==> src/rtl/vrnd_pkg.sv <==
package vrnd_pkg;
    typedef enum logic [1:0] {ST_IDLE, ST_READ, ST_WRITE, ST_DONE} vrnd_state_e;
    localparam logic [31:0] CANON_QNAN = 32'h7FC0_0000;
    localparam int          MAX_GROUP  = 4;
endpackage

==> src/rtl/vrnd_lane.sv <==
module vrnd_lane
    import vrnd_pkg::*;
(
    input  logic [31:0] op,
    input  logic        ftz,
    input  logic        dnan,
    output logic [31:0] res,
    output logic        inv,
    output logic        den
);
    logic        sgn;
    logic [7:0]  ex;
    logic [22:0] mn;
    logic [4:0]  fsh;
    logic [24:0] sig, keep, rem, half, unit, shifted, sum;
    logic        up;

    always_comb begin
        sgn     = op[31];
        ex      = op[30:23];
        mn      = op[22:0];
        fsh     = 5'(8'd150 - ex);
        sig     = {2'b01, mn};
        unit    = 25'd1 << fsh;
        keep    = ~(unit - 25'd1);
        rem     = sig & ~keep;
        half    = 25'd1 << (fsh - 5'd1);
        shifted = sig >> fsh;
        up      = (rem > half) || ((rem == half) && shifted[0]);
        sum     = (sig & keep) + (up ? unit : 25'd0);
        res     = op;
        inv     = 1'b0;
        den     = 1'b0;
        if (ex == 8'hFF) begin
            if (mn != 23'd0) begin
                inv = ~mn[22];
                res = dnan ? CANON_QNAN : {sgn, 8'hFF, 1'b1, mn[21:0]};
            end
        end else if (ex == 8'd0) begin
            den = ftz && (mn != 23'd0);
            res = {sgn, 31'd0};
        end else if (ex >= 8'd150) begin
            res = op;
        end else if (ex < 8'd126) begin
            res = {sgn, 31'd0};
        end else if (ex == 8'd126) begin
            res = (mn == 23'd0) ? {sgn, 31'd0} : {sgn, 8'd127, 23'd0};
        end else if (sum[24]) begin
            res = {sgn, ex + 8'd1, 23'd0};
        end else begin
            res = {sgn, ex, sum[22:0]};
        end
    end
endmodule

==> src/rtl/vrnd_vec.sv <==
module vrnd_vec #(
    parameter int VLEN = 128
) (
    input  logic [VLEN-1:0] vin,
    input  logic            ftz,
    input  logic            dnan,
    output logic [VLEN-1:0] vout,
    output logic            inv,
    output logic            den
);
    localparam int LANES = VLEN / 32;
    logic [LANES-1:0] inv_l, den_l;

    for (genvar l = 0; l < LANES; l++) begin : g_lane
        vrnd_lane u_lane (
            .op  (vin[32*l +: 32]),
            .ftz (ftz),
            .dnan(dnan),
            .res (vout[32*l +: 32]),
            .inv (inv_l[l]),
            .den (den_l[l])
        );
    end

    assign inv = |inv_l;
    assign den = |den_l;
endmodule

==> src/rtl/vgrp_round_unit.sv <==
module vgrp_round_unit
    import vrnd_pkg::*;
#(
    parameter int VLEN = 128,
    parameter int NREG = 32
) (
    input  logic                    clk,
    input  logic                    rst_n,
    input  logic                    start,
    input  logic                    grp4,
    input  logic [3:0]              src_field,
    input  logic [3:0]              dst_field,
    input  logic                    ftz_en,
    input  logic                    dnan_en,
    output logic                    busy,
    output logic                    done,
    output logic                    rd_en,
    output logic [$clog2(NREG)-1:0] rd_idx,
    input  logic [VLEN-1:0]         rd_data,
    output logic                    wr_en,
    output logic [$clog2(NREG)-1:0] wr_idx,
    output logic [VLEN-1:0]         wr_data,
    output logic                    flag_invalid,
    output logic                    flag_denorm
);
    localparam int IDXW = $clog2(NREG);
    localparam int CNTW = $clog2(MAX_GROUP);

    typedef struct packed {
        vrnd_state_e                    st;
        logic [CNTW-1:0]                cnt;
        logic [CNTW-1:0]                last;
        logic [IDXW-1:0]                sbase;
        logic [IDXW-1:0]                dbase;
        logic                           ftz;
        logic                           dnan;
        logic                           inv;
        logic                           den;
        logic [MAX_GROUP-1:0][VLEN-1:0] hold;
    } seq_t;

    seq_t            q, d;
    logic [VLEN-1:0] rnd_vec;
    logic            rnd_inv, rnd_den;

    vrnd_vec #(.VLEN(VLEN)) u_vec (
        .vin (rd_data),
        .ftz (q.ftz),
        .dnan(q.dnan),
        .vout(rnd_vec),
        .inv (rnd_inv),
        .den (rnd_den)
    );

    always_comb begin
        d       = q;
        rd_en   = 1'b0;
        wr_en   = 1'b0;
        done    = 1'b0;
        rd_idx  = q.sbase + IDXW'(q.cnt);
        wr_idx  = q.dbase + IDXW'(q.cnt);
        wr_data = q.hold[q.cnt];
        case (q.st)
            ST_IDLE: begin
                if (start) begin
                    d.st    = ST_READ;
                    d.cnt   = '0;
                    d.last  = grp4 ? CNTW'(3) : CNTW'(1);
                    d.sbase = grp4 ? IDXW'({src_field[2:0], 2'b00}) : IDXW'({src_field, 1'b0});
                    d.dbase = grp4 ? IDXW'({dst_field[2:0], 2'b00}) : IDXW'({dst_field, 1'b0});
                    d.ftz   = ftz_en;
                    d.dnan  = dnan_en;
                    d.inv   = 1'b0;
                    d.den   = 1'b0;
                end
            end
            ST_READ: begin
                rd_en            = 1'b1;
                d.hold[q.cnt]    = rnd_vec;
                d.inv            = q.inv | rnd_inv;
                d.den            = q.den | rnd_den;
                if (q.cnt == q.last) begin
                    d.st  = ST_WRITE;
                    d.cnt = '0;
                end else begin
                    d.cnt = q.cnt + CNTW'(1);
                end
            end
            ST_WRITE: begin
                wr_en = 1'b1;
                if (q.cnt == q.last) d.st = ST_DONE;
                else                 d.cnt = q.cnt + CNTW'(1);
            end
            default: begin
                done = 1'b1;
                d.st = ST_IDLE;
            end
        endcase
    end

    always_ff @(posedge clk or negedge rst_n) begin
        if (!rst_n) begin
            q    <= '0;
            q.st <= ST_IDLE;
        end else begin
            q <= d;
        end
    end

    assign busy         = (q.st != ST_IDLE);
    assign flag_invalid = q.inv;
    assign flag_denorm  = q.den;
endmodule

==> config.mk <==
export PLATFORM = sky130hd
export DESIGN_NAME = vgrp_round_unit
export DESIGN_NICKNAME = d
export VERILOG_FILES = /design/src/rtl/vrnd_pkg.sv /design/src/rtl/vrnd_lane.sv /design/src/rtl/vrnd_vec.sv /design/src/rtl/vgrp_round_unit.sv
export SDC_FILE = /design/constraint.sdc
export NUM_CORES = 2
export LEC_CHECK = 0
export ABC_CLOCK_PERIOD_IN_PS = 3200
export BUFFER_PORTS_ARGS = -buffer_cell sky130_fd_sc_hd__clkbuf_2
export CAP_MARGIN = 15
export CORE_ASPECT_RATIO = 0.5
export CORE_MARGIN = 2
export CORE_UTILIZATION = 50
export DETAILED_ROUTE_END_ITERATION = 10
export GPL_TIMING_DRIVEN = 1
export PLACE_DENSITY = 0.65
export SLEW_MARGIN = 20
export SYNTH_ARGS = -nofsm -noshare
export SYNTH_HDL_FRONTEND = slang
export SYNTH_SLANG_ARGS = --single-unit
==> constraint.sdc <==
create_clock -name clk -period 3.2 [get_ports clk]
set_input_delay 0.16 -clock clk [delete_from_list [all_inputs] [get_ports clk]]
set_output_delay 0.16 -clock clk [all_outputs]
set_load 0.01 [all_outputs]
* Word level (Yosys, flattened, before mapping) *
Index checks and enable logic that the tools add are counted.

storage, ports and cells
  register bits after elaboration = 532
  input bits = 142
  output and inout bits = 144
  word-level logic and storage cells = 214

cells by class
  add/sub/neg operators = 23
  order comparisons = 14
  equality and inequality tests = 19
  shifts and indexed selects = 12
  multiplexer cells = 75
  bitwise operators = 22
  reductions and logical operators = 36

operators with widths
  cell                                                                          count
  31-bit 2-to-1 mux                                                             20
  512-bit bitwise mux                                                           1
  32-bit 2-to-1 mux                                                             12
  128-bit binary-select mux with 2-bit select                                   1
  128-bit demux with 2-bit select                                               1
  128-bit 2-to-1 mux                                                            2
  24-bit by 25-bit AND with 25-bit output                                       8
  25-bit inverter                                                               8
  1-bit by 5-bit left shift with 25-bit output, first input constant            8
  30-bit 2-to-1 mux                                                             4
  25-bit adder                                                                  4
  25-bit equality test                                                          4
  25-bit > comparator                                                           4
  25-bit 2-to-1 mux                                                             4
  25-bit by 1-bit subtractor with 25-bit output, second input constant          4
  24-bit by 5-bit >> shifter with 1-bit output                                  4
  23-bit zero test                                                              4
  23-bit nonzero test                                                           4
  8-bit by 1-bit adder with 8-bit output, second input constant                 4
  8-bit by 7-bit equality test with 1-bit output, second input constant         4
  8-bit equality test, second input constant                                    4
  8-bit greater-or-equal comparator, second input constant                      4
  8-bit zero test                                                               4
  8-bit by 7-bit less-than comparator with 1-bit output, second input constant  4
  other kinds (27)                                                              80

* Logic depth before layout (Yosys ltp) *
  word-level depth = 18
  gate-level depth with buffers = 37
  gate-level depth less buffers = 34

* Cells and area by module *
Synthesis repeated with hierarchy kept, for this count alone.

second synthesis, totals
  cell total of the unflattened synthesis = 3,845
  area total of the unflattened synthesis = 39,870.7 um^2

by module, submodules not included
  module                                   instances  cells an instance  area an instance (um^2)  seq. area each (um^2)
  vgrp_round_unit                          1          1,341              23,282.3                 13,262.7
  vrnd_lane at u_vec.g_lane[0].u_lane ...  2          644                4,176.5                  0.0
  vrnd_lane at u_vec.g_lane[2].u_lane ...  2          607                4,110.2                  0.0
  vrnd_vec                                 1          2                  15.0                     0.0

* Worst setup path before layout *
Ideal clock, no wire load.

  kind = input to register
  from = input port rd_data[23]
  to = register q[153] (netlist bit)
  setup time = 0.125 ns
  arrival = 7.309 ns
  required time = 3.075 ns
  path slack = -4.234 ns
  stages = 32
  path buffers = 4
  cells stage by stage = ha_1 > buf_2 > a21oi_2 > xor2_1 > clkbuf_1 > nor2_1 > nand2_1 > ha_1 > clkbuf_1 > o21ai_1 > o21bai_1 > o311a_1 > and2_1 > ha_1 > a21oi_1 > a21oi_1 > or4b_2 > o21ai_0 > nor2_1 > nand2_1 > nor2_1 > ha_1 > nor2b_1 > o31a_1 > o311ai_1 > a211oi_1 > or3_1 > nor3b_4 > nand2b_1 > buf_4 > o311a_1 > mux2_2

between the ends
  cells in the longest elaborated chain, start to end = 18
  elaborated cells between the ends (all ways) = 29
  classes of those cells = add/sub: 5; order compare: 3; eq/ne: 3; shift: 3; mux: 8; bitwise: 4; reduce/logical: 3

ends and longest elaborated chain
  item                                                                                    line                   source
  start, declared                                                                         vgrp_round_unit.sv:19  input logic [VLEN-1:0] rd_data,
  branches (longest 16 deep; another with 25-bit by 1-bit subtractor with 25-bit output)  n/a
  32-bit 2-to-1 mux (*)                                                                   vrnd_lane.sv:34        if (ex == 8'hFF) begin
  512-bit bitwise mux (*)                                                                 vgrp_round_unit.sv:79  d.hold[q.cnt] = rnd_vec;
  end, declared                                                                           vgrp_round_unit.sv:42  seq_t q, d;

Every way passes the cells marked *.
A chain may end at the register's enable or synchronous reset.

* Worst setup path in the final report *
  from = input port rd_data[56]
  to = register q[307] (netlist bit)

Same word-level chain as after synthesis.

==> impl_results.md <==
- Status: complete, but fails checks
- Violated checks: negative setup slack
- Largest family of logic cells by synthesized area: compound AO/OA/AOI/OAI gates
- Xor and xnor area share after synthesis: 0.0270
- Final setup TNS: -1375.62 ns
- Worst ir drop on vdd: approximately 0.00057 V
- Setup Crit Path Kind: in -> reg
- Post-synth design cell area: 38900 um^2
- CTS tree: yes
- Measured slew at the worst slew-check pin: approximately 1.1 ns
- Multiplexer share of the synthesized area: 0.103
- Worst-Skew Late Latency: around 0.64 ns
- Fill count: 5570
- Top Usage Layer GRT: met2
- PnR worst setup slack: -3.00 ns
- Post-Syn Area per Cell: 8.69 um^2
- Wire per inst: 21.9 um
- Fin. Hold Viols: 0
- Root Buffer: clkbuf_16
- GPL Wtd Cong: 1.06
- Static Leak: 25.5 nW
- Proportion of layout cells with a drive suffix above 1: 0.386
- Post-route ant nets: 0
- Placed cells: 6532
- Sw frac: 0.384
- Clock buffer depth: 3
- Final Non-Filler Cells: between 6000 and 7000
- Final WL: 149 mm
- Final period util: 1.94
- Core Area: ~77000 um^2
- Met2 usage: 0.580
- Clock power share: 0.195
- Reg2reg end: q[208]$_DFFE_PN0P_
- Most used cell, CP: ha_4
- Int Power: about 21 mW
- Post-Syn Instances: 4484
- Max cap viols: 0
- Vias in the first global route: roughly 40000
- Met1 usage: 0.509
- Die Wd: 399 um
- Clock Skew: 0.0239 ns
- Final core occ: 0.738
- Final Max Slew Viols: 0
- IO Port Bufs: between 200 and 300
- Hold path start: rd_data[100]
- Initial Utilization: 0.505
- Antenna violations before repair: 4
- Fin nets: between 6000 and 7000
- Hold Path Sink: q[356]$_DFFE_PN0P_
- Reg2reg setup slack: 0.63 ns
- Req. time, crit path: 3.76 ns
- Most frequent cells in the layout: buf_4 (1037), nand2_1 (733), dfrtp_1 (528)
- Switching pwr: 13.1 mW
- Post-DP HPWL: 108 mm
- DRC viols: 0
- Synth Area in Simple Gates: 0.201
- Synth warn: 0
- Total gr overflow: 0
- 1st-iter DRT viols: roughly 3900
- Crit path max-delay cell type: a221o_2
- Post-synth EDFFs: 0
- CP Launch Type: primary input
- First-pass DRT Iterations: 6
- Critical path's largest stage delay: 0.43 ns
- Clk sinks: 530
- Synth top area cells: dfrtp_1 (34%), mux4_2 (8.6%), ha_1 (7.7%)
- Cells on worst reg2reg path: 6
- Synth Flop Type: dfrtp_1
- Crit Path Max Fanout: 7
- Critical Path AT: 6.76 ns
- Max Fclk: 0.161 GHz
- Net count after synthesis: 4870
- Post-synthesis adder-cell area fraction: 0.0792
- Minimum clock period: 6.20 ns
- Clock transition at path regs: 0.07 ns
- Synth top area share: 0.341
- RSZ-0062 raised after global routing: yes
- Yosys cell types: 97
- Hold WC Path Type: in -> reg
- Sequential area share after synthesis: 0.341
- WHS: 0.0197 ns
- DR vias: 41500
- Row count: between 70 and 80
- Seq pwr share: 0.336
- Met3 usage in global routing: 0.0518
- Die height: 201 um
- CTS Buf Count: about 50
- Compound-Gate Fraction of Synth Area: 0.209
- DR vias/cell: 6.10
- Largest net degree at the start of global routing: 108
- Power per standard cell area: 596 nW/um^2
- Die ar.: ~80000 um^2
- Synthesis-to-layout area growth: 46.3%
- GR Util All Layers: 0.364
- Slew HR: 0.271
- FF+latch count, synth: 530
- Commonest non-fill, non-tap cell in the layout: buf_4
- Post-synth ARST share: 1.00
- # setup viols final: 496
- Comb pwr share: 0.469
- WHS Path Cells: 4
- Yosys top cell by area: dfrtp_1
- Design Power: 34.0 mW
- Ports: between 200 and 300
- H-Tree Depth: 2
- Reg2reg start: q[531]$_DFFE_PN0P_
- First-pass GRT wire length: ~230 mm
- CP Capture Type: flip-flop
-- logic make-up after synthesis --
logic type / after synthesis
and+or+nand+nor: 1721
AOI/OAI and AO/OA: 1261
DFF: 530
buffers and inverters: 402
adders and majority gates: 244
muxes: 213
xor gates and xnor gates: 113
-- metrics by stage --
step | worst slack [ns] | instance area (um^2)
after floorplan | -3.23 | 40500
after detailed placement | -4.14 | 50000
final | -3.00 | 57000
after global placement | -4.03 | 50000
after CTS | -2.81 | 56200
after global routing | -3.18 | 57000
-- state kept, by name, summed over array words and instances (netlist names) --
signal and flops:
flag_denorm 1, q 528, flag_invalid 1
-- synth_stat cells, types with 59 or more instances --
cell type and number:
a21o_1 63, a21oi_1 188, a31oi_1 59, a32oi_1 68
and2_1 88, clkbuf_1 239, dfrtp_1 530, ha_1 240
inv_1 99, mux4_2 148, nand2_1 757, nand3_1 121
nor2_1 355, nor2b_1 84, nor3_1 93, o21ai_0 472
o221ai_1 87, xnor2_1 73
-- cell type report --
cell class | instances | area (um^2) | share of cell area
repair buffers | 1495 | 11700 | 0.205
clock inverters | 24 | 369 | 0.00648
diodes | 5 | 12.5 | 0.000220
well taps | 1036 | 1300 | 0.0227
clock buffers | 68 | 1440 | 0.0253
multi-input cells | 3552 | 28500 | 0.500
flip-flops and latches | 530 | 13300 | 0.233
inverters | 102 | 387 | 0.00678
-- metal layers --
layer	routed length, um	part of all wire
met1	64000	0.43
met2	68500	0.46
met3	11000	0.074
met4	5760	0.039
met5	0	0
-- critical path: cells and delay by family --
kind | cells | cell delay (ns)
AOI/OAI and AO/OA | 11 | 2.23
and+or+nand+nor | 13 | 1.98
buffers and inverters | 6 | 0.93
adders and majority gates | 4 | 0.80
xor gates and xnor gates | 1 | 0.41
muxes | 1 | 0.24
-- power groups by stage --
stage	clock (mW)	combinational, mW	sequential, mW
floorplan	0	8.89	10.8
global placement	0	13.9	11.2
detailed placement	0	14.3	11.4
CTS	6.70	15.5	11.3
global route	6.98	17.2	11.7
finish	6.64	15.9	11.4
-- what timing repair did --
action | CTS | global route
resized for setup | 534 | 125
pin swaps | 251 | 96
gates cloned | 11 | 2
endpoints found under the setup margin | 496 | 496
setup buffers | 87 | 27
hold buffers | 69 | 0
hold endpoints to repair | 258 | 0
-- worst max path at each step --
stage | from | end | slack [ns] | depth (start not counted)
3_5_place_dp | rd_data[88] | q[349]$_DFFE_PN0P_ | -4.14 | 33
3_3_place_gp | rd_data[56] | q[301]$_DFFE_PN0P_ | -4.03 | 31
4_1_cts | rd_data[56] | q[312]$_DFFE_PN0P_ | -2.81 | 32
2_1_floorplan | rd_data[120] | q[248]$_DFFE_PN0P_ | -3.23 | 35
5_1_grt | rd_data[56] | q[440]$_DFFE_PN0P_ | -3.18 | 34
6_report | rd_data[56] | q[307]$_DFFE_PN0P_ | -3.00 | 36
(Power assumes the default switching activity.)
